==> src/rtl/mlc_seq_pkg.sv <==
package mlc_seq_pkg;

   // Five-level switch-on order per zone: four 2-bit switch positions,
   // position p in bits [2p+1:2p]. A step of height h has positions 0..h-1 on.
   function automatic logic [7:0] five_lvl_order(input logic [2:0] zone);
      logic [7:0] ord;
      case (zone)
         3'd0:    ord = {2'd1, 2'd3, 2'd2, 2'd0};
         3'd1:    ord = {2'd1, 2'd3, 2'd0, 2'd2};
         3'd2:    ord = {2'd2, 2'd3, 2'd1, 2'd0};
         3'd3:    ord = {2'd2, 2'd3, 2'd0, 2'd1};
         3'd4:    ord = {2'd0, 2'd2, 2'd1, 2'd3};
         3'd5:    ord = {2'd1, 2'd0, 2'd2, 2'd3};
         3'd6:    ord = {2'd3, 2'd0, 2'd1, 2'd2};
         default: ord = {2'd2, 2'd0, 2'd1, 2'd3};
      endcase
      return ord;
   endfunction

endpackage

==> src/rtl/mlc_zone_classifier.sv <==
module mlc_zone_classifier #(
   parameter  int LEVELS    = 5,
   parameter  int VW        = 16,
   parameter  int LEVEL_DV  = 500,
   parameter  int HALF_BAND = 50,
   localparam int NCAP      = LEVELS - 2
) (
   input  logic [NCAP*VW-1:0] volt_i,
   output logic [NCAP-1:0]    zone_o,
   output logic               oor_o
);

   logic [NCAP-1:0] out_c;

   // Capacitor k sits at (NCAP-k) level steps; k = 0 is the highest voltage
   // and drives the most significant zone bit.
   for (genvar k = 0; k < NCAP; k++) begin : g_cap
      localparam logic [VW-1:0] MID = VW'((NCAP - k) * LEVEL_DV);
      localparam logic [VW-1:0] LO  = VW'((NCAP - k) * LEVEL_DV - HALF_BAND);
      localparam logic [VW-1:0] HI  = VW'((NCAP - k) * LEVEL_DV + HALF_BAND);
      logic [VW-1:0] v;
      assign v                  = volt_i[k*VW +: VW];
      // midpoint value goes to the upper half; clamping falls out naturally
      assign zone_o[NCAP-1-k]   = (v >= MID);
      assign out_c[k]           = (v < LO) || (v > HI);
   end

   assign oor_o = |out_c;

endmodule

==> src/rtl/mlc_step_counter.sv <==
module mlc_step_counter #(
   parameter  int NSTEP = 8,
   localparam int SW    = $clog2(NSTEP)
) (
   input  logic          clk,
   input  logic          rst_n,
   input  logic          tick_i,
   output logic          begin_o,
   output logic [SW-1:0] step_nxt_o
);

   localparam logic [SW-1:0] LAST = SW'(NSTEP - 1);

   logic          run_q;
   logic [SW-1:0] step_q;

   // a cycle begins on the first tick after reset or on the tick after LAST
   assign begin_o    = tick_i && (!run_q || (step_q == LAST));
   assign step_nxt_o = begin_o ? '0 : step_q + 1'b1;

   always_ff @(posedge clk or negedge rst_n) begin
      if (!rst_n) begin
         run_q  <= 1'b0;
         step_q <= '0;
      end else if (tick_i) begin
         run_q  <= 1'b1;
         step_q <= step_nxt_o;
      end
   end

endmodule

==> src/rtl/mlc_pattern_rom.sv <==
module mlc_pattern_rom
   import mlc_seq_pkg::*;
#(
   parameter  int LEVELS = 5,
   localparam int NSW    = LEVELS - 1,
   localparam int NCAP   = LEVELS - 2,
   localparam int NSTEP  = 2 * NSW,
   localparam int SW     = $clog2(NSTEP)
) (
   input  logic [NCAP-1:0] zone_i,
   input  logic [SW-1:0]   step_i,
   output logic [NSW-1:0]  word_o
);

   int height;

   // rising half climbs one bit per step, falling half mirrors it
   always_comb begin
      if (int'(step_i) <= NSW) height = int'(step_i);
      else                     height = NSTEP - int'(step_i);
   end

   if (LEVELS == 5) begin : g_five
      logic [7:0] ord;
      always_comb begin
         ord    = five_lvl_order(3'(zone_i));
         word_o = '0;
         for (int p = 0; p < 4; p++) begin
            if (p < height) word_o[ord[2*p +: 2]] = 1'b1;
         end
      end
   end else begin : g_rotate
      // larger builds: switch-on order is a rotation starting at zone mod NSW
      always_comb begin
         int base;
         base   = int'(zone_i) % NSW;
         word_o = '0;
         for (int p = 0; p < NSW; p++) begin
            if (p < height) word_o[(base + p) % NSW] = 1'b1;
         end
      end
   end

endmodule

==> src/rtl/mlc_pattern_sequencer.sv <==
module mlc_pattern_sequencer #(
   parameter  int LEVELS    = 5,
   parameter  int VW        = 16,
   parameter  int LEVEL_DV  = 500,
   parameter  int HALF_BAND = 50,
   localparam int NSW       = LEVELS - 1,
   localparam int NCAP      = LEVELS - 2
) (
   input  logic              clk,
   input  logic              rst_n,
   input  logic              tick_en,
   input  logic [NCAP*VW-1:0] cap_volt_i,
   output logic [NSW-1:0]    sw_hi_o,
   output logic [NSW-1:0]    sw_lo_o,
   output logic              cycle_start_o,
   output logic              out_of_range_o
);

   localparam int NSTEP = 2 * NSW;
   localparam int SW    = $clog2(NSTEP);

   // elaboration-time parameter checks
   if (!(LEVELS == 5 || LEVELS == 7)) begin : g_bad_levels
      $error("LEVELS must be 5 or 7");
   end
   if (HALF_BAND <= 0 || HALF_BAND >= LEVEL_DV) begin : g_bad_band
      $error("HALF_BAND must lie between 0 and LEVEL_DV");
   end
   if ((NCAP * LEVEL_DV + HALF_BAND) >= (2 ** VW)) begin : g_bad_width
      $error("VW too narrow for the top capacitor band");
   end

   logic [NCAP-1:0] zone_c, zone_q, zone_sel;
   logic            oor_c, oor_q;
   logic            begin_c;
   logic [SW-1:0]   step_nxt;
   logic [NSW-1:0]  word_c;
   logic [NSW-1:0]  sw_hi_q, sw_lo_q;
   logic            start_q;

   mlc_zone_classifier #(
      .LEVELS(LEVELS), .VW(VW), .LEVEL_DV(LEVEL_DV), .HALF_BAND(HALF_BAND)
   ) i_class (
      .volt_i (cap_volt_i),
      .zone_o (zone_c),
      .oor_o  (oor_c)
   );

   mlc_step_counter #(.NSTEP(NSTEP)) i_step (
      .clk        (clk),
      .rst_n      (rst_n),
      .tick_i     (tick_en),
      .begin_o    (begin_c),
      .step_nxt_o (step_nxt)
   );

   // zone used for the word of this tick: fresh at a cycle start, else held
   assign zone_sel = begin_c ? zone_c : zone_q;

   mlc_pattern_rom #(.LEVELS(LEVELS)) i_rom (
      .zone_i (zone_sel),
      .step_i (step_nxt),
      .word_o (word_c)
   );

   always_ff @(posedge clk or negedge rst_n) begin
      if (!rst_n) begin
         zone_q  <= '0;
         oor_q   <= 1'b0;
         sw_hi_q <= '0;
         sw_lo_q <= '1;
         start_q <= 1'b0;
      end else begin
         start_q <= begin_c;
         if (begin_c) begin
            zone_q <= zone_c;
            oor_q  <= oor_c;
         end
         if (tick_en) begin
            sw_hi_q <= word_c;
            sw_lo_q <= ~word_c;
         end
      end
   end

   assign sw_hi_o        = sw_hi_q;
   assign sw_lo_o        = sw_lo_q;
   assign cycle_start_o  = start_q;
   assign out_of_range_o = oor_q;

endmodule

==> config.mk <==
export PLATFORM = sky130hd
export DESIGN_NAME = mlc_pattern_sequencer
export DESIGN_NICKNAME = d
export VERILOG_FILES = /design/src/rtl/mlc_seq_pkg.sv /design/src/rtl/mlc_zone_classifier.sv /design/src/rtl/mlc_step_counter.sv /design/src/rtl/mlc_pattern_rom.sv /design/src/rtl/mlc_pattern_sequencer.sv
export SDC_FILE = /design/constraint.sdc
export NUM_CORES = 1
export LEC_CHECK = 0
export BUFFER_PORTS_ARGS = -buffer_cell sky130_fd_sc_hd__clkbuf_2
export CORE_UTILIZATION = 43
export CTS_BUF_LIST = sky130_fd_sc_hd__clkbuf_2
export CTS_CLUSTER_DIAMETER = 30
export CTS_CLUSTER_SIZE = 20
export DETAILED_ROUTE_END_ITERATION = 6
export PLACE_DENSITY_LB_ADDON = 0.12
export REMOVE_ABC_BUFFERS = 1
export SYNTH_ARGS = -nofsm -noshare
export SYNTH_HDL_FRONTEND = slang
export SYNTH_SLANG_ARGS = --single-unit
==> constraint.sdc <==
create_clock -name clk -period 2.5 [get_ports clk]
set_input_delay 0.25 -clock clk [delete_from_list [all_inputs] [get_ports clk]]
set_output_delay 0.25 -clock clk [all_outputs]
set_load 0.02 [all_outputs]
==> flow_summary_export.csv, run 1 <==
group,metric,value,unit
status,status,"finished, final reports clean",
drt,dr.pass1.iters,4,
timing,holdWs,0.2543,ns
synth,ys_seq_area_share,34.54,%
layout,layout-drive-gt1-share,46.54,%
clock_tree,numCtsBuffers,3,
floorplanning,fp.dieW,55.84,microns
synth,synth_edf_count,0,
power_and_ir_drop,vdd_drop_max,0.0007434,V
floorplanning,num_io_pins,61,
timing,worst_pin_slew,0.4555,ns
drt,drc,0,
setup_path,endpoint_kind,"flip-flop",
clock_tree,h-tree-depth,1,
layout,layout_commonest_cell,"clkbuf_2",
drt,ant_nets,0,
clock_tree,clock_latency,0.31,ns
setup_path,arrival,2.63,ns
layout,area_growth_syn_to_layout,42.47,%
grt,grt_pass1_vias,1303,
timing,slew_headroom,68.85,%
timing,fin_skew,0.01255,ns
power_and_ir_drop,leakage,0.8554,nW
clock_tree,root_buffer,"clkbuf_2",
timing,fin_tns_setup,0,ns
timing,min_period_over_period,96.85,%
timing,hold_viol,0,
floorplanning,num_rows,19,
clock_tree,cts_sinks,17,
synth,synth.distinct_cells,54,
setup_path,r2r_start,"i_step.step_q[1]$_DFFE_PN0P_",
run,cap_violations,0,
worst_hold_path,min_path_type,"in -> reg",
synth,async_flop_share,100.0,%
timing,drv_slew,0,
setup_path,worstSetupStartpointType,"flip-flop",
drt,drtIter0Drc,47,
power_and_ir_drop,power,1.813,mW
grt,grt_max_degree,23,
timing,max_freq,413.0,MHz
placement,dp_hpwl,2.464,mm
worst_hold_path,hp-start,"cap_volt_i[13]",
synth,syn_inst,145,
synth,syn_area,1246,sq um
synth,avgSynthCellArea,8.594,sq um
timing,setup_viol,0,
placement,io_buffers,60,
synth,ys_warn_count,0,
setup_path,setup.worst_path.start,"i_step.step_q[1]$_DFFE_PN0P_",
setup_path,critical_path.max_fanout,3,
grt,grt_pass1_wl,5.375,mm
timing,rsz0062_at_grt,"no",
power_and_ir_drop,cellPowerDensity,1021,nW/um^2
clock_tree,cts_buffer_depth,2,
clock_tree,clk_pin_slew,0.17,ns
timing,fin_crit,2.421,ns
floorplanning,die_area,3118,sq um
drt,wirelength,3.356,mm
placement,routabilityCongestion,0.8292,
grt,globalRouteOverflowTotal,0,
floorplanning,start_util,45.19,%
layout,antenna_cells,0,
setup_path,cp_data_required_time,2.71,ns
floorplanning,die_y,55.84,microns
layout,nNetsFinal,272,
synth,synth_flop_cell,"dfrtp_1",
floorplanning,core,2758,sq um
clock_tree,cts_tree,"built",
grt,grt_use_total,21.49,%
setup_path,critPathKind,"reg -> reg",
drt,viasPerCell,5.722,
synth,ys_seq_elements,17,
layout,layout_common_cells,"clkbuf_2, nor2_1, dfrtp_1",
grt,antenna_found_initial,0,
drt,avgRoutedWirePerCell,13.53,microns
drt,num_vias,1419,
==> layout make-up <==
cell class	instances	area, sq um
sequential	17	430.4
inverter	7	26.28
clock buffer	3	15.01
multi-input combinational	117	863.3
tap	31	38.79
clock inverter	1	5.005
fill	231	982.2
timing repair buffer	72	396.6
==> cell families (layout without fill, tap and decap cells) <==
logic type | count (synthesis) | count (layout) | share of synthesized area [%]
flip-flops | 17 | 17 | 34.54
buffers and inverters | 11 | 83 | 5.120
multiplexers | 2 | 2 | 1.606
AND/OR/NAND/NOR | 61 | 61 | 26.41
AO/OA/AOI/OAI | 50 | 50 | 28.51
adder cells (fa/ha/maj) | 4 | 4 | 3.816
==> synth_stat cells, types with 3 or more instances <==
cell type  instances  area share, %
inv_1              6            1.8
nor3_1             5            2.0
dfstp_2            4            8.4
nand3_1            7            2.8
nor4_1             3            1.5
a31oi_1            5            2.5
dfrtp_1           13             26
o21ai_0            4            1.6
nand2b_1           3            1.5
nand2_1           13            3.9
o21ai_1            3            1.2
nor2_1            13            3.9
ha_1               3            3.0
a21oi_1           12            4.8
==> through the flow <==
stage,worst slack [ns],util [%],cell area [sq um],instances
final,0.07871,64.38,1775,248
after global routing,0.005762,64.38,1775,248
after CTS,0.01891,60.84,1678,247
after detailed placement,-0.06783,58.58,1615,241
after global placement,0.02794,58.58,1615,241
after floorplan,-0.08726,-,1209,141
==> worst max-delay path: stages, from the launching register on <==
cell      delay (ns)
dfrtp_1         0.43
ha_2            0.17
ha_1            0.16
nand2b_4        0.15
nand2_4         0.09
nand2_4         0.07
ha_4            0.26
mux2i_4         0.19
buf_4           0.15
o21ai_0         0.06
nand2_1         0.07
o311ai_1        0.14
o32a_1          0.37
==> worst paths after layout <==
kind | endpoint | slack, ns | cells past startpoint
min | out_of_range_o$_DFFE_PN0N_ | 0.25 | 4
min in group asynchronous | i_step.run_q$_DFFE_PN0P_ | 0.37 | 2
max in group asynchronous | sw_lo_o[1]$_DFFE_PN1P_ | 1.79 | 2
max reg2reg | sw_hi_o[2]$_DFFE_PN0P_ | 0.08 | 12
max | sw_hi_o[2]$_DFFE_PN0P_ | 0.08 | 12
min reg2reg | sw_lo_o[1]$_DFFE_PN1P_ | 0.47 | 2
==> sequential cells by signal, summed over array words and instances, names as in the netlist <==
| signal | cells |
|---|---|
| i_step.step_q | 3 |
| sw_lo_o | 4 |
| sw_hi_o | 4 |
| out_of_range_o | 1 |
| zone_q | 3 |
| cycle_start_o | 1 |
| i_step.run_q | 1 |
==> what timing repair did <==
action,4_1_cts,5_1_grt
buffers inserted,1,1
pin swaps,1,9
gates resized for setup,6,16
hold buffers,1,0
setup endpoints to repair,3,4
endpoints found under the hold margin,13,0
==> report_power, final <==
part | total [mW] | internal, mW | leakage (nW) | switching [mW]
clock | 0.126 | 0.0362 | 0.0164 | 0.0901
sequential | 0.504 | 0.412 | 0.188 | 0.0921
combinational | 1.18 | 0.546 | 0.651 | 0.637
total | 1.81 | 0.994 | 0.855 | 0.819
==> layer usage <==
metal  up-vias  GRT usage, %  wire (microns)
met5         -             0               0
met3        11         2.326             151
met2        56         39.24            1730
met1       651         25.33            1395
li1        701             -               -
met4         0         9.408              78
No activity file was read; power rests on OpenSTA's default activity.
==> inputs of run 2 (changes only) <==
--- a/config.mk
+++ b/config.mk
@@ -6,12 +6,13 @@
 export NUM_CORES = 1
 export LEC_CHECK = 0
 export BUFFER_PORTS_ARGS = -buffer_cell sky130_fd_sc_hd__clkbuf_2
+export CORE_MARGIN = 5
 export CORE_UTILIZATION = 43
 export CTS_BUF_LIST = sky130_fd_sc_hd__clkbuf_2
 export CTS_CLUSTER_DIAMETER = 30
 export CTS_CLUSTER_SIZE = 20
 export DETAILED_ROUTE_END_ITERATION = 6
-export PLACE_DENSITY_LB_ADDON = 0.12
+export PLACE_DENSITY = 0.79
 export REMOVE_ABC_BUFFERS = 1
 export SYNTH_ARGS = -nofsm -noshare
 export SYNTH_HDL_FRONTEND = slang
==> run 2 against run 1 <==
Die area increased by 31%. Sequential power decreased by 1%. First-iteration DRC count decreased by 6.4%. Worst hold slack improved by 0.040 ns. Global-route usage decreased by 5.4 points. Register-to-register slack about the same. Flip-flop and latch count unchanged. Clock power about the same. Cell count increased by 0.40%. Combinational power decreased by 8%. Design area decreased by 0.92%. Largest cell class unchanged.
==> flow_summary_export.csv, run 2 (synthesis gave the netlist of run 1 again) <==
group,metric,value,unit
worst_hold_path,hold_end,"out_of_range_o$_DFFE_PN0N_",
layout,fin_area,1759,sq um
timing,fin_skew,0.01063,ns
grt,globalRouteOverflowTotal,0,
timing,max_freq,411.2,MHz
power_and_ir_drop,power,1.710,mW
placement,io_buffers,60,
grt,grt_use_total,16.09,%
timing,min_period_over_period,97.27,%
drt,wirelength,3.462,mm
worst_hold_path,hp-start,"cap_volt_i[41]",
setup_path,max_stage_delay,0.42,ns
drt,dr.pass1.iters,4,
setup_path,critical_path.max_fanout,3,
layout,area_growth_syn_to_layout,41.16,%
setup_path,cp_data_required_time,2.74,ns
floorplanning,start_util,45.19,%
status,status,"finished, final reports clean",
worst_hold_path,hold_depth,3,
timing,fin_tns_setup,0,ns
placement,dp_hpwl,2.664,mm
floorplanning,fp.dieW,63.84,microns
setup_path,reg2reg_slack,0.07,ns
layout,layout_commonest_cell,"clkbuf_2",
drt,drtIter0Drc,44,
layout,layout_common_cells,"clkbuf_2, nor2_1, dfrtp_1",
clock_tree,clock_latency,0.30,ns
setup_path,r2r_start,"i_step.step_q[1]$_DFFE_PN0P_",
setup_path,timing.rr.end,"sw_lo_o[0]$_DFFE_PN1P_",
timing,setup_viol,0,
setup_path,critPathSlowestCell,"dfrtp_1",
drt,num_vias,1404,
grt,grt_pass1_wl,5.506,mm
floorplanning,core,2758,sq um
timing,rsz0062_at_grt,"yes",
setup_path,crit_chain,"ha_2 > ha_1 > nand2b_4 > nand2_4 > nand2_4 > ha_4 > mux2i_2 > a2111oi_2 > a211oi_2 > o22a_1 > or3_1",
timing,slew_headroom,72.77,%
drt,avgRoutedWirePerCell,13.90,microns
clock_tree,cts_buffer_depth,2,
timing,worst_pin_slew,0.3981,ns
timing,drv_slew,0,
layout,nNetsFinal,273,
grt,grt_pass1_vias,1373,
floorplanning,die_area,4075,sq um
worst_hold_path,min_path_type,"in -> reg",
floorplanning,die_y,63.84,microns
drt,viasPerCell,5.639,
clock_tree,clk_pin_slew,0.15,ns
drt,drc,0,
setup_path,arrival,2.67,ns
setup_path,path_buf_inv,0,
power_and_ir_drop,leakage,0.8539,nW
drt,ant_nets,0,
floorplanning,num_rows,19,
timing,layout_setup_ws,0.06823,ns
layout,fin_cells,249,
clock_tree,numCtsBuffers,3,
layout,antenna_cells,0,
grt,grt_max_degree,23,
clock_tree,cts_tree,"built",
setup_path,crit_top_cell,"nand2_4",
clock_tree,cts_sinks,17,
setup_path,endpoint_kind,"flip-flop",
setup_path,reg2reg_depth,11,
placement,place_area,1608,sq um
power_and_ir_drop,cellPowerDensity,971.9,nW/um^2
setup_path,path_delay_family,"compound AO/OA/AOI/OAI gates",
placement,routabilityCongestion,0.8761,
layout,layout-drive-gt1-share,45.87,%
timing,hold_viol,0,
run,cap_violations,0,
setup_path,crit_cells,11,
power_and_ir_drop,vdd_drop_max,0.0007146,V
clock_tree,root_buffer,"clkbuf_2",
setup_path,worstSetupStartpointType,"flip-flop",
timing,fin_crit,2.432,ns
grt,antenna_found_initial,0,
placement,dp_slack,-0.07893,ns
clock_tree,h-tree-depth,1,
setup_path,critPathKind,"reg -> reg",
floorplanning,num_io_pins,61,
placement,dp_cells,240,
-- run 2: per-layer routing --
metal	vias to the layer above	global-route usage, %	routed length (microns)
met5	-	0	0
met4	0	5.455	26
met3	5	3.327	301
met2	61	26.51	1640
met1	633	20.82	1494
li1	705	-	-
-- run 2: how the worst max path moves through the flow --
stage	from	to
after floorplan	i_step.step_q[0]$_DFFE_PN0P_	sw_lo_o[0]$_DFFE_PN1P_
after global placement	i_step.step_q[0]$_DFFE_PN0P_	sw_lo_o[0]$_DFFE_PN1P_
after detailed placement	i_step.step_q[0]$_DFFE_PN0P_	sw_lo_o[0]$_DFFE_PN1P_
after CTS	i_step.step_q[0]$_DFFE_PN0P_	sw_lo_o[0]$_DFFE_PN1P_
after global routing	i_step.step_q[1]$_DFFE_PN0P_	sw_lo_o[0]$_DFFE_PN1P_
final	i_step.step_q[1]$_DFFE_PN0P_	sw_lo_o[0]$_DFFE_PN1P_
-- run 2: layout make-up --
class                           count  area [sq um]
Timing Repair Buffer               73         400.4
Fill cell                         240         998.5
Multi-Input combinational cell    117         843.3
Inverter                            7         26.28
Sequential cell                    17         430.4
Tap cell                           31         38.79
Clock buffer                        4         20.02
-- run 2: worst reg2reg max path, cell delays in order, from the launching register on --
cell and delay, ns:
dfrtp_1 0.42, ha_2 0.19, ha_1 0.17, nand2b_4 0.15, nand2_4 0.09, nand2_4 0.07, ha_4 0.27, mux2i_2 0.08
a2111oi_2 0.40, a211oi_2 0.06, o22a_1 0.18, or3_1 0.30
-- run 2: metrics by stage --
stage	hold slack (ns)	utilization (%)
2_1_floorplan	-0.04559	-
3_3_place_gp	0.2048	58.30
3_5_place_dp	0.2029	58.30
4_1_cts	0.2893	59.98
5_1_grt	0.3024	63.79
6_report	0.2943	63.79
-- run 2: power by group --
| part | internal [mW] | switching [mW] |
|---|---|---|
| logic | 0.489 | 0.594 |
| registers | 0.412 | 0.0854 |
| clock network | 0.0424 | 0.0866 |
| total | 0.944 | 0.766 |
-- run 2: repair_timing --
item / CTS / global route
gates cloned: 0 / 0
pin swaps: 1 / 7
buffers inserted: 0 / 4
hold buffers: 1 / 0
resized for setup: 5 / 13
endpoints found under the hold margin: 13 / 0
setup endpoints to repair: 2 / 5
==> inputs of run 3 (changes only) <==
--- a/config.mk
+++ b/config.mk
@@ -12,6 +12,7 @@
 export CTS_CLUSTER_DIAMETER = 30
 export CTS_CLUSTER_SIZE = 20
 export DETAILED_ROUTE_END_ITERATION = 6
+export MAX_ROUTING_LAYER = met4
 export PLACE_DENSITY = 0.79
 export REMOVE_ABC_BUFFERS = 1
 export SYNTH_ARGS = -nofsm -noshare
==> run 3 against run 2 <==
Combinational power barely moved. Clock-buffer cell count unchanged. Via count stayed put. Clock power hardly changed. First-iteration DRC count unchanged. Core utilization unchanged. Sequential share of layout area stayed put. Die area is the same. Sequential power about the same. Fmax about the same. Design area unchanged. Clock skew about the same. Critical endpoint unchanged. Largest cell class unchanged.
==> flow_summary_export.csv, run 3 (synthesis gave the netlist of run 1 again) <==
group,metric,value,unit
clock_tree,cts_sinks,17,
timing,fin_crit,2.432,ns
layout,area_growth_syn_to_layout,41.16,%
worst_hold_path,min_path_type,"in -> reg",
timing,min_period_over_period,97.28,%
power_and_ir_drop,vdd_drop_max,0.0007158,V
setup_path,endpoint_kind,"flip-flop",
clock_tree,numCtsBuffers,3,
drt,num_vias,1404,
timing,drv_slew,0,
placement,dp_cells,240,
clock_tree,cts_buffer_depth,2,
setup_path,critical_path.max_fanout,3,
setup_path,worstSetupStartpointType,"flip-flop",
timing,slew_headroom,72.77,%
timing,holdWs,0.2946,ns
grt,grt_pass1_vias,1373,
drt,drtIter0Drc,44,
placement,io_buffers,60,
drt,viasPerCell,5.639,
run,cap_violations,0,
placement,routabilityCongestion,0.8906,
timing,fin_skew,0.01106,ns
setup_path,arrival,2.67,ns
drt,wirelength,3.465,mm
setup_path,max_stage_delay,0.42,ns
setup_path,critPathSlowestCell,"dfrtp_1",
setup_path,crit_chain,"ha_2 > ha_1 > nand2b_4 > nand2_4 > nand2_4 > ha_4 > mux2i_2 > a2111oi_2 > a211oi_2 > o22a_1 > or3_1",
floorplanning,die_y,63.84,microns
timing,worst_pin_slew,0.3981,ns
power_and_ir_drop,leakage,0.8539,nW
grt,grt_pass1_wl,5.506,mm
floorplanning,fp.dieW,63.84,microns
clock_tree,h-tree-depth,1,
drt,dr.pass1.iters,4,
timing,max_freq,411.2,MHz
setup_path,cp_data_required_time,2.73,ns
timing,fin_tns_setup,0,ns
layout,fin_area,1759,sq um
layout,fin_cells,249,
clock_tree,clk_pin_slew,0.15,ns
placement,place_area,1608,sq um
drt,avgRoutedWirePerCell,13.92,microns
grt,grt_use_total,16.57,%
grt,grt_max_degree,23,
setup_path,critPathKind,"reg -> reg",
layout,antenna_cells,0,
layout,layout_commonest_cell,"clkbuf_2",
floorplanning,core,2758,sq um
status,status,"finished, final reports clean",
floorplanning,die_area,4075,sq um
grt,globalRouteOverflowTotal,0,
clock_tree,clock_latency,0.30,ns
power_and_ir_drop,power,1.710,mW
placement,dp_hpwl,2.664,mm
clock_tree,cts_tree,"built",
drt,drc,0,
floorplanning,start_util,45.19,%
timing,setup_viol,0,
layout,fillCellCount,240,
layout,register_area,430.4,sq um
clock_tree,root_buffer,"clkbuf_2",
setup_path,crit_top_cell,"nand2_4",
layout,multiInputGateArea,843.3,sq um
floorplanning,num_rows,19,
grt,antenna_found_initial,0,
layout,layout-drive-gt1-share,45.87,%
power_and_ir_drop,cellPowerDensity,972.1,nW/um^2
drt,ant_nets,0,
floorplanning,num_io_pins,61,
timing,rsz0062_at_grt,"yes",
layout,nNetsFinal,273,
timing,hold_viol,0,
layout,layout_common_cells,"clkbuf_2, nor2_1, dfrtp_1",
## run 3: per-layer routing
| metal | vias to the layer above | track usage [%] | routed length, microns |
|---|---|---|---|
| met1 | 630 | 20.93 | 1488 |
| met5 | - | - | 0 |
| li1 | 705 | - | - |
| met3 | 5 | 3.152 | 303 |
| met2 | 64 | 26.51 | 1646 |
| met4 | 0 | 5.455 | 27 |
## run 3: timing repair
action | 4_1_cts | 5_1_grt
gates resized for setup | 5 | 13
setup endpoints to repair | 2 | 5
hold buffers | 1 | 0
pin swaps | 1 | 7
hold endpoints to repair | 13 | 0
setup buffers | 0 | 4
cloned | 0 | 0
## run 3: power by group
group,internal (mW),switching (mW),leakage [nW]
clock network,0.0424,0.0867,0.0166
registers,0.412,0.0856,0.188
logic,0.489,0.594,0.650
total,0.944,0.766,0.854
## run 3: area by class of cell
| type | instances | share of cell area, % |
|---|---|---|
| Tap cell | 31 | 2.205 |
| Timing Repair Buffer | 73 | 22.76 |
| Clock buffer | 4 | 1.138 |
| Multi-Input combinational cell | 117 | 47.94 |
| Inverter | 7 | 1.494 |
| Sequential cell | 17 | 24.47 |
## run 3: worst max-delay path, delay by kind of cell, from the launching register on
| family | cells | cell delay [ns] |
|---|---|---|
| DFF | 1 | 0.42 |
| AOI/OAI and AO/OA | 3 | 0.64 |
| muxes | 1 | 0.08 |
| adders and majority gates | 3 | 0.62 |
| and+or+nand+nor | 4 | 0.61 |
## run 3: final timing paths
check / startpoint / end / slack (ns) / cells after the start
max: i_step.step_q[1]$_DFFE_PN0P_ / sw_lo_o[0]$_DFFE_PN1P_ / 0.07 / 11
min in group asynchronous: rst_n / sw_hi_o[1]$_DFFE_PN0P_ / 0.38 / 2
min: cap_volt_i[41] / out_of_range_o$_DFFE_PN0N_ / 0.29 / 3
max in group asynchronous: rst_n / sw_lo_o[0]$_DFFE_PN1P_ / 1.78 / 2
min reg2reg: sw_lo_o[1]$_DFFE_PN1P_ / sw_lo_o[1]$_DFFE_PN1P_ / 0.47 / 2
max reg2reg: i_step.step_q[1]$_DFFE_PN0P_ / sw_lo_o[0]$_DFFE_PN1P_ / 0.07 / 11
## run 3: stage by stage
stage	worst slack, ns	utilization (%)
after global placement	0.01584	58.30
after detailed placement	-0.07893	58.30
after floorplan	-0.08726	-
final	0.06812	63.79
after CTS	0.01782	59.98
after global routing	-0.05554	63.79
